==> src/rtl/muldiv_pkg.sv <==
package muldiv_pkg;
   typedef enum logic {
      OP_MUL = 1'b0,
      OP_DIV = 1'b1
   } md_op_e;
endpackage

==> src/rtl/muldiv_mul_engine.sv <==
module muldiv_mul_engine #(
   parameter int W = 16
) (
   input  logic         clk,
   input  logic         rst_n,
   input  logic         load,
   input  logic         step,
   input  logic [W-1:0] a_in,
   input  logic [W-1:0] src_in,
   output logic [W-1:0] prod_hi,
   output logic [W-1:0] prod_lo
);
   logic [W-1:0] mcand_q;
   logic [W-1:0] hi_q;
   logic [W-1:0] lo_q;
   logic [W:0]   sum;

   // add the multiplicand into the high half when the current multiplier bit is set
   assign sum = {1'b0, hi_q} + (lo_q[0] ? {1'b0, mcand_q} : '0);

   always_ff @(posedge clk or negedge rst_n) begin
      if (!rst_n) begin
         mcand_q <= '0;
         hi_q    <= '0;
         lo_q    <= '0;
      end else if (load) begin
         mcand_q <= src_in;
         hi_q    <= '0;
         lo_q    <= a_in;
      end else if (step) begin
         hi_q <= sum[W:1];
         lo_q <= {sum[0], lo_q[W-1:1]};
      end
   end

   assign prod_hi = hi_q;
   assign prod_lo = lo_q;
endmodule

==> src/rtl/muldiv_div_engine.sv <==
module muldiv_div_engine #(
   parameter int W = 16
) (
   input  logic         clk,
   input  logic         rst_n,
   input  logic         load,
   input  logic         step,
   input  logic [W-1:0] y_in,
   input  logic [W-1:0] a_in,
   input  logic [W-1:0] src_in,
   output logic [W-1:0] quo,
   output logic [W-1:0] rem
);
   localparam int DW = 2 * W;

   logic [DW-1:0] q_q;
   logic [W-1:0]  r_q;
   logic [W-1:0]  d_q;
   logic [W:0]    shifted;
   logic [W:0]    diff;
   logic [W:0]    nxt;
   logic          fits;

   assign shifted = {r_q, q_q[DW-1]};
   assign fits    = shifted >= {1'b0, d_q};
   assign diff    = shifted - {1'b0, d_q};
   assign nxt     = fits ? diff : shifted;

   always_ff @(posedge clk or negedge rst_n) begin
      if (!rst_n) begin
         q_q <= '0;
         r_q <= '0;
         d_q <= '0;
      end else if (load) begin
         q_q <= {y_in, a_in};
         r_q <= '0;
         d_q <= src_in;
      end else if (step) begin
         r_q <= nxt[W-1:0];
         q_q <= {q_q[DW-2:0], fits};
      end
   end

   assign quo = q_q[W-1:0];
   assign rem = r_q;

   // restoring invariant: partial remainder stays below the divisor
   a_r4_rem_below_divisor: assert property (@(posedge clk) disable iff (!rst_n)
      (d_q != '0) |-> (r_q < d_q));
   a_r4_partial_fits_width: assert property (@(posedge clk) disable iff (!rst_n)
      (step && d_q != '0) |-> !nxt[W]);
endmodule

==> src/rtl/muldiv_pair.sv <==
module muldiv_pair
   import muldiv_pkg::*;
#(
   parameter int W = 16
) (
   input  logic         clk,
   input  logic         rst_n,
   input  logic         start,
   input  logic         op_div,
   input  logic [W-1:0] y_in,
   input  logic [W-1:0] a_in,
   input  logic [W-1:0] src_in,
   output logic         busy,
   output logic         done,
   output logic [W-1:0] y_out,
   output logic [W-1:0] a_out,
   output logic         flag_we,
   output logic         carry_out,
   output logic         ovf_out,
   output logic         err_out,
   output logic         brk_out
);
   localparam int DW = 2 * W;
   localparam int CW = $clog2(DW + 1);
   localparam logic [CW-1:0] MUL_STEPS = CW'(W);
   localparam logic [CW-1:0] DIV_STEPS = CW'(DW);

   if (W < 2 || W > 64) begin : g_width_check
      $error("muldiv_pair: W must lie in 2..64");
   end

   md_op_e        op_q;
   logic          busy_q, done_q, fwe_q, err_q, cf_q, of_q;
   logic [CW-1:0] cnt_q;
   logic [W-1:0]  y_q, a_q;
   logic          accept, zero_div, load, step, finish;
   logic [CW-1:0] last_cnt;
   logic [W-1:0]  mul_hi, mul_lo, div_q, div_r;

   assign accept   = start && !busy_q;
   assign zero_div = op_div && (src_in == '0);
   assign load     = accept && !zero_div;
   assign last_cnt = (op_q == OP_DIV) ? DIV_STEPS : MUL_STEPS;
   assign step     = busy_q && (cnt_q != last_cnt);
   assign finish   = busy_q && (cnt_q == last_cnt);

   muldiv_mul_engine #(.W(W)) u_mul (
      .clk(clk), .rst_n(rst_n), .load(load), .step(step && op_q == OP_MUL),
      .a_in(a_in), .src_in(src_in), .prod_hi(mul_hi), .prod_lo(mul_lo)
   );

   muldiv_div_engine #(.W(W)) u_div (
      .clk(clk), .rst_n(rst_n), .load(load), .step(step && op_q == OP_DIV),
      .y_in(y_in), .a_in(a_in), .src_in(src_in), .quo(div_q), .rem(div_r)
   );

   always_ff @(posedge clk or negedge rst_n) begin
      if (!rst_n) begin
         op_q   <= OP_MUL;
         busy_q <= 1'b0;
         done_q <= 1'b0;
         fwe_q  <= 1'b0;
         err_q  <= 1'b0;
         cf_q   <= 1'b0;
         of_q   <= 1'b0;
         cnt_q  <= '0;
         y_q    <= '0;
         a_q    <= '0;
      end else begin
         done_q <= 1'b0;
         fwe_q  <= 1'b0;
         err_q  <= 1'b0;
         if (accept) begin
            op_q  <= op_div ? OP_DIV : OP_MUL;
            cnt_q <= '0;
            if (zero_div) begin
               done_q <= 1'b1;
               err_q  <= 1'b1;
               y_q    <= y_in;
               a_q    <= a_in;
            end else begin
               busy_q <= 1'b1;
            end
         end else if (finish) begin
            busy_q <= 1'b0;
            done_q <= 1'b1;
            if (op_q == OP_MUL) begin
               y_q   <= mul_hi;
               a_q   <= mul_lo;
               cf_q  <= |mul_hi;
               of_q  <= |mul_hi;
               fwe_q <= 1'b1;
            end else begin
               y_q <= div_r;
               a_q <= div_q;
            end
         end else if (step) begin
            cnt_q <= cnt_q + 1'b1;
         end
      end
   end

   assign busy      = busy_q;
   assign done      = done_q;
   assign y_out     = y_q;
   assign a_out     = a_q;
   assign flag_we   = fwe_q;
   assign carry_out = cf_q;
   assign ovf_out   = of_q;
   assign err_out   = err_q;
   assign brk_out   = err_q;

   a_r10_done_not_busy: assert property (@(posedge clk) disable iff (!rst_n)
      done |-> !busy);
   a_r9_busy_until_done: assert property (@(posedge clk) disable iff (!rst_n)
      busy |=> (busy || done));
   a_r2_flags_track_high: assert property (@(posedge clk) disable iff (!rst_n)
      flag_we |-> (done && carry_out == (y_out != '0) && ovf_out == carry_out));
   a_r5_div_keeps_flags: assert property (@(posedge clk) disable iff (!rst_n)
      (done && !flag_we) |-> ($stable(carry_out) && $stable(ovf_out)));
   a_r6_zero_div_fast: assert property (@(posedge clk) disable iff (!rst_n)
      (start && !busy && op_div && src_in == '0) |=> (done && err_out && brk_out && !busy));
   a_r7_pair_kept: assert property (@(posedge clk) disable iff (!rst_n)
      (start && !busy && op_div && src_in == '0) |=> (y_out == $past(y_in) && a_out == $past(a_in)));
   a_r3_mul_no_break: assert property (@(posedge clk) disable iff (!rst_n)
      flag_we |-> (!brk_out && !err_out));
endmodule

==> config.mk <==
export PLATFORM = sky130hd
export DESIGN_NAME = muldiv_pair
export DESIGN_NICKNAME = d
export VERILOG_FILES = /design/src/rtl/muldiv_pkg.sv /design/src/rtl/muldiv_mul_engine.sv /design/src/rtl/muldiv_div_engine.sv /design/src/rtl/muldiv_pair.sv
export SDC_FILE = /design/constraint.sdc
export NUM_CORES = 1
export LEC_CHECK = 0
export CAP_MARGIN = 20
export CELL_PAD_IN_SITES_DETAIL_PLACEMENT = 1
export CELL_PAD_IN_SITES_GLOBAL_PLACEMENT = 1
export CORE_MARGIN = 3
export CORE_UTILIZATION = 44
export CTS_CLUSTER_DIAMETER = 150
export DETAILED_ROUTE_END_ITERATION = 10
export DONT_BUFFER_PORTS = 1
export MAX_ROUTING_LAYER = met4
export PLACE_DENSITY = 0.75
export SLEW_MARGIN = 10
export SYNTH_ARGS = -nofsm -noshare
export SYNTH_HDL_FRONTEND = slang
export SYNTH_SLANG_ARGS = --single-unit
==> constraint.sdc <==
create_clock -name clk -period 2.7 [get_ports clk]
set_input_delay 0.81 -clock clk [delete_from_list [all_inputs] [get_ports clk]]
set_output_delay 0.81 -clock clk [all_outputs]
set_load 0.03 [all_outputs]
==> flow_summary.toml, run 1 <==
[yosys]
synth_top_area_frac = 0.439
ys.flop_type = "dfrtp_1"
ys_seq_elements = 140
synthCells = 910
synth_most_common_cell = "nand2_1"
async_flop_share = 1.00
ys_seq_area_frac = 0.439
synth_area_leaders = "dfrtp_1, nand2_1, mux2i_1, ha_1, nor2_1"
synthTopCellsByCount = "nand2_1, dfrtp_1, nor2_1, mux2i_1"
synth_area_mm2 = 0.00799
synth-edff-count = 0
syn_nets = 998
yosysUniqueCellTypes = 59
yosysTopAreaCell = "dfrtp_1"
synth.avg_cell_area_um2 = 8.78
synth-warning-count = 0

[placement]
dp_hpwl_mm = 18.0
dp_worst_setup_slack_ns = 0.0500
postPlaceCellArea_mm2 = 0.00839
io_buffers = 0
place_inst = 1121
gp_congestion = 0.957

[status]
status = "completed"

[timing]
final.setup.worst_slack_ns = 0.124
final-hold-violation-count = 0
fin_crit_ns = 2.58
finalSetupTns_ns = 0
rsz0062_at_grt = "yes"
slew_violations = 0
hold_slack_ns = 0.0794
slew_headroom = 0.561
skew_ns = 0.00626
timing.fmax_ghz = 0.388
fin_crit_sh = 0.954
setup_viol = 0
tightest_slew_ns = 0.658

[critical_path]
start_kind = "flip-flop"
cp-end-kind = "flip-flop"
cp_cell_sequence = "ha_1 -> fa_1 -> nor2b_1 -> o31a_1 -> a211oi_1 -> buf_4 -> a211oi_1 -> o21ai_0 -> o41a_1 -> nand2_1"
ff2ff_path_depth = 10
worstSetupPathType = "flip-flop to flip-flop"
arrival_ns = 2.94
critPathTopFamily = "compound AO/OA/AOI/OAI gates"
slowest_delay_ns = 0.45
path_buf_inv = 1
path_max_fanout = 3
crit_required_ns = 3.06
critPathSlowestCell = "fa_1"
crit_top_cell = "a211oi_1"
path_depth = 10

[cells_and_area]
synthToLayoutAreaGrowth_pct = 13.1
fillers = 2055
final_cells = 1153
final_util = 0.515
drive_gt1_frac = 0.0938
diodes = 0
final_area_mm2 = 0.00904
fin_nets = 1003
seq_area_mm2 = 0.00350
multi_input_area_mm2 = 0.00417

[cts]
insertion_delay_ns = 0.43
clk_path_buf_depth = 2
clk_pin_slew_ns = 0.06
root_buffer = "clkbuf_16"
h-tree-depth = 4
cts_tree = "built"
cts_sinks = 140
numCtsBuffers = 17

[detailed_routing]
vias = 6842
ant_nets = 0
post_drt_wl_per_cell_um = 21.4
drc_errors = 0
first_iter_violations = 476
via_per_inst = 5.93
drt-pass1-iter-count = 5
drt-total-wl_mm = 24.7

[power]
powerDensity_mw_per_mm2 = 1510
p_leak_nw = 4.21
finalPower_mw = 13.7
peakVddDrop_uv = 694

[global_route]
grt_pass1_vias = 7149
grt_pass1_wl_mm = 39.6
grt-ovfl-total = 0
grt_start_max_net_pins = 141
antenna_found_initial = 0
grt_usage = 0.261

[floorplanning]
fp.coreArea_mm2 = 0.0175
dieArea_mm2 = 0.0198
die_y_um = 141
die_w_um = 141
ios = 91
num_rows = 48
start_util = 0.456

[flow_run]
cap_violations = 0

[worst_hold_path]
hp-class = "primary input to async pin"
## layer usage
| metal | up-vias | routed length (um) | track usage |
|---|---|---|---|
| met2 | 179 | 12400 | 0.432 |
| met1 | 3429 | 10500 | 0.320 |
| met3 | 43 | 1090 | 0.0427 |
| met5 | - | 0 | - |
| li1 | 3191 | - | - |
| met4 | 0 | 709 | 0.0999 |
## final cells by class
type / count / share of cell area
Clock inverter: 14 / 0.0199
Clock buffer: 18 / 0.0486
Tap cell: 225 / 0.0312
Inverter: 27 / 0.0112
Multi-Input combinational cell: 690 / 0.462
Timing Repair Buffer: 39 / 0.0393
Sequential cell: 140 / 0.388
## flip-flops by register name (all words and copies together) (netlist names)
signal / flops
ovf_out: 1
u_div.q_q: 32
done: 1
op_q: 1
u_mul.prod_hi: 16
cnt_q: 6
a_out: 16
y_out: 16
u_mul.mcand_q: 16
u_mul.prod_lo: 16
busy: 1
flag_we: 1
brk_out: 1
u_div.rem: 16
## worst paths after layout
| kind | slack [ns] | endpoint | from |
|---|---|---|---|
| worst min-delay path | 0.08 | a_out[8] | rst_n |
| worst max register to register | 0.12 | u_div.rem[14] | u_mul.mcand_q[0] |
| min in group clk | 0.47 | u_div.q_q[27] | u_div.q_q[27] |
| max in group asynchronous | 2.39 | a_out[11] | rst_n |
| worst max-delay path | 0.12 | u_div.rem[14] | u_mul.mcand_q[0] |
| worst min register to register | 0.47 | u_div.q_q[27] | u_div.q_q[27] |
## cell families (layout without fill, tap and decap cells)
kind of cell / Yosys count / in the layout / synth area share
AND/OR/NAND/NOR: 339 / 339 / 0.183
multiplexers: 52 / 52 / 0.0652
adder cells (fa/ha/maj): 36 / 36 / 0.0583
AO/OA/AOI/OAI: 240 / 240 / 0.184
buffers and inverters: 80 / 98 / 0.0457
flip-flops: 140 / 140 / 0.439
XOR/XNOR: 23 / 23 / 0.0252
## report_power, final
group | internal, mW | total (mW) | leakage [nW] | switching (mW)
combinational | 2.80 | 6.88 | 2.13 | 4.09
sequential | 3.04 | 4.28 | 1.78 | 1.25
clock | 1.50 | 2.49 | 0.299 | 0.991
## cell usage in the layout (no fill, tap or decap), types with 9 or more instances in the layout
master       n
a21oi_1     47
a22oi_1     20
a31oi_1     15
and2_1      17
buf_4       34
clkbuf_16   17
dfrtp_1    139
ha_1        33
inv_1       27
mux2i_1     52
nand2_1    189
nand3_1     25
nor2_1      65
o21a_1       9
o21ai_0     47
o21ai_1     48
xnor2_1     13
xor2_1      10
## what timing repair did
action / in CTS / in global routing
gates resized for setup: 0 / 7
endpoints found under the setup margin: 0 / 5
hold buffers: 0 / 0
buffers inserted: 0 / 0
No activity file was read; power rests on OpenSTA's default activity.
==> run 2: changes to the inputs <==
--- a/config.mk
+++ b/config.mk
@@ -15,7 +15,6 @@
 export DONT_BUFFER_PORTS = 1
 export MAX_ROUTING_LAYER = met4
 export PLACE_DENSITY = 0.75
-export SLEW_MARGIN = 10
 export SYNTH_ARGS = -nofsm -noshare
 export SYNTH_HDL_FRONTEND = slang
 export SYNTH_SLANG_ARGS = --single-unit
==> results of run 2 <==
Final layout, timing and power as in run 1 (identical DEF).
==> run 3: changes to the inputs <==
--- a/config.mk
+++ b/config.mk
@@ -18,3 +18,4 @@
 export SYNTH_ARGS = -nofsm -noshare
 export SYNTH_HDL_FRONTEND = slang
 export SYNTH_SLANG_ARGS = --single-unit
+export TNS_END_PERCENT = 30
==> results of run 3 <==
Final layout, timing and power as in run 1 (identical DEF).
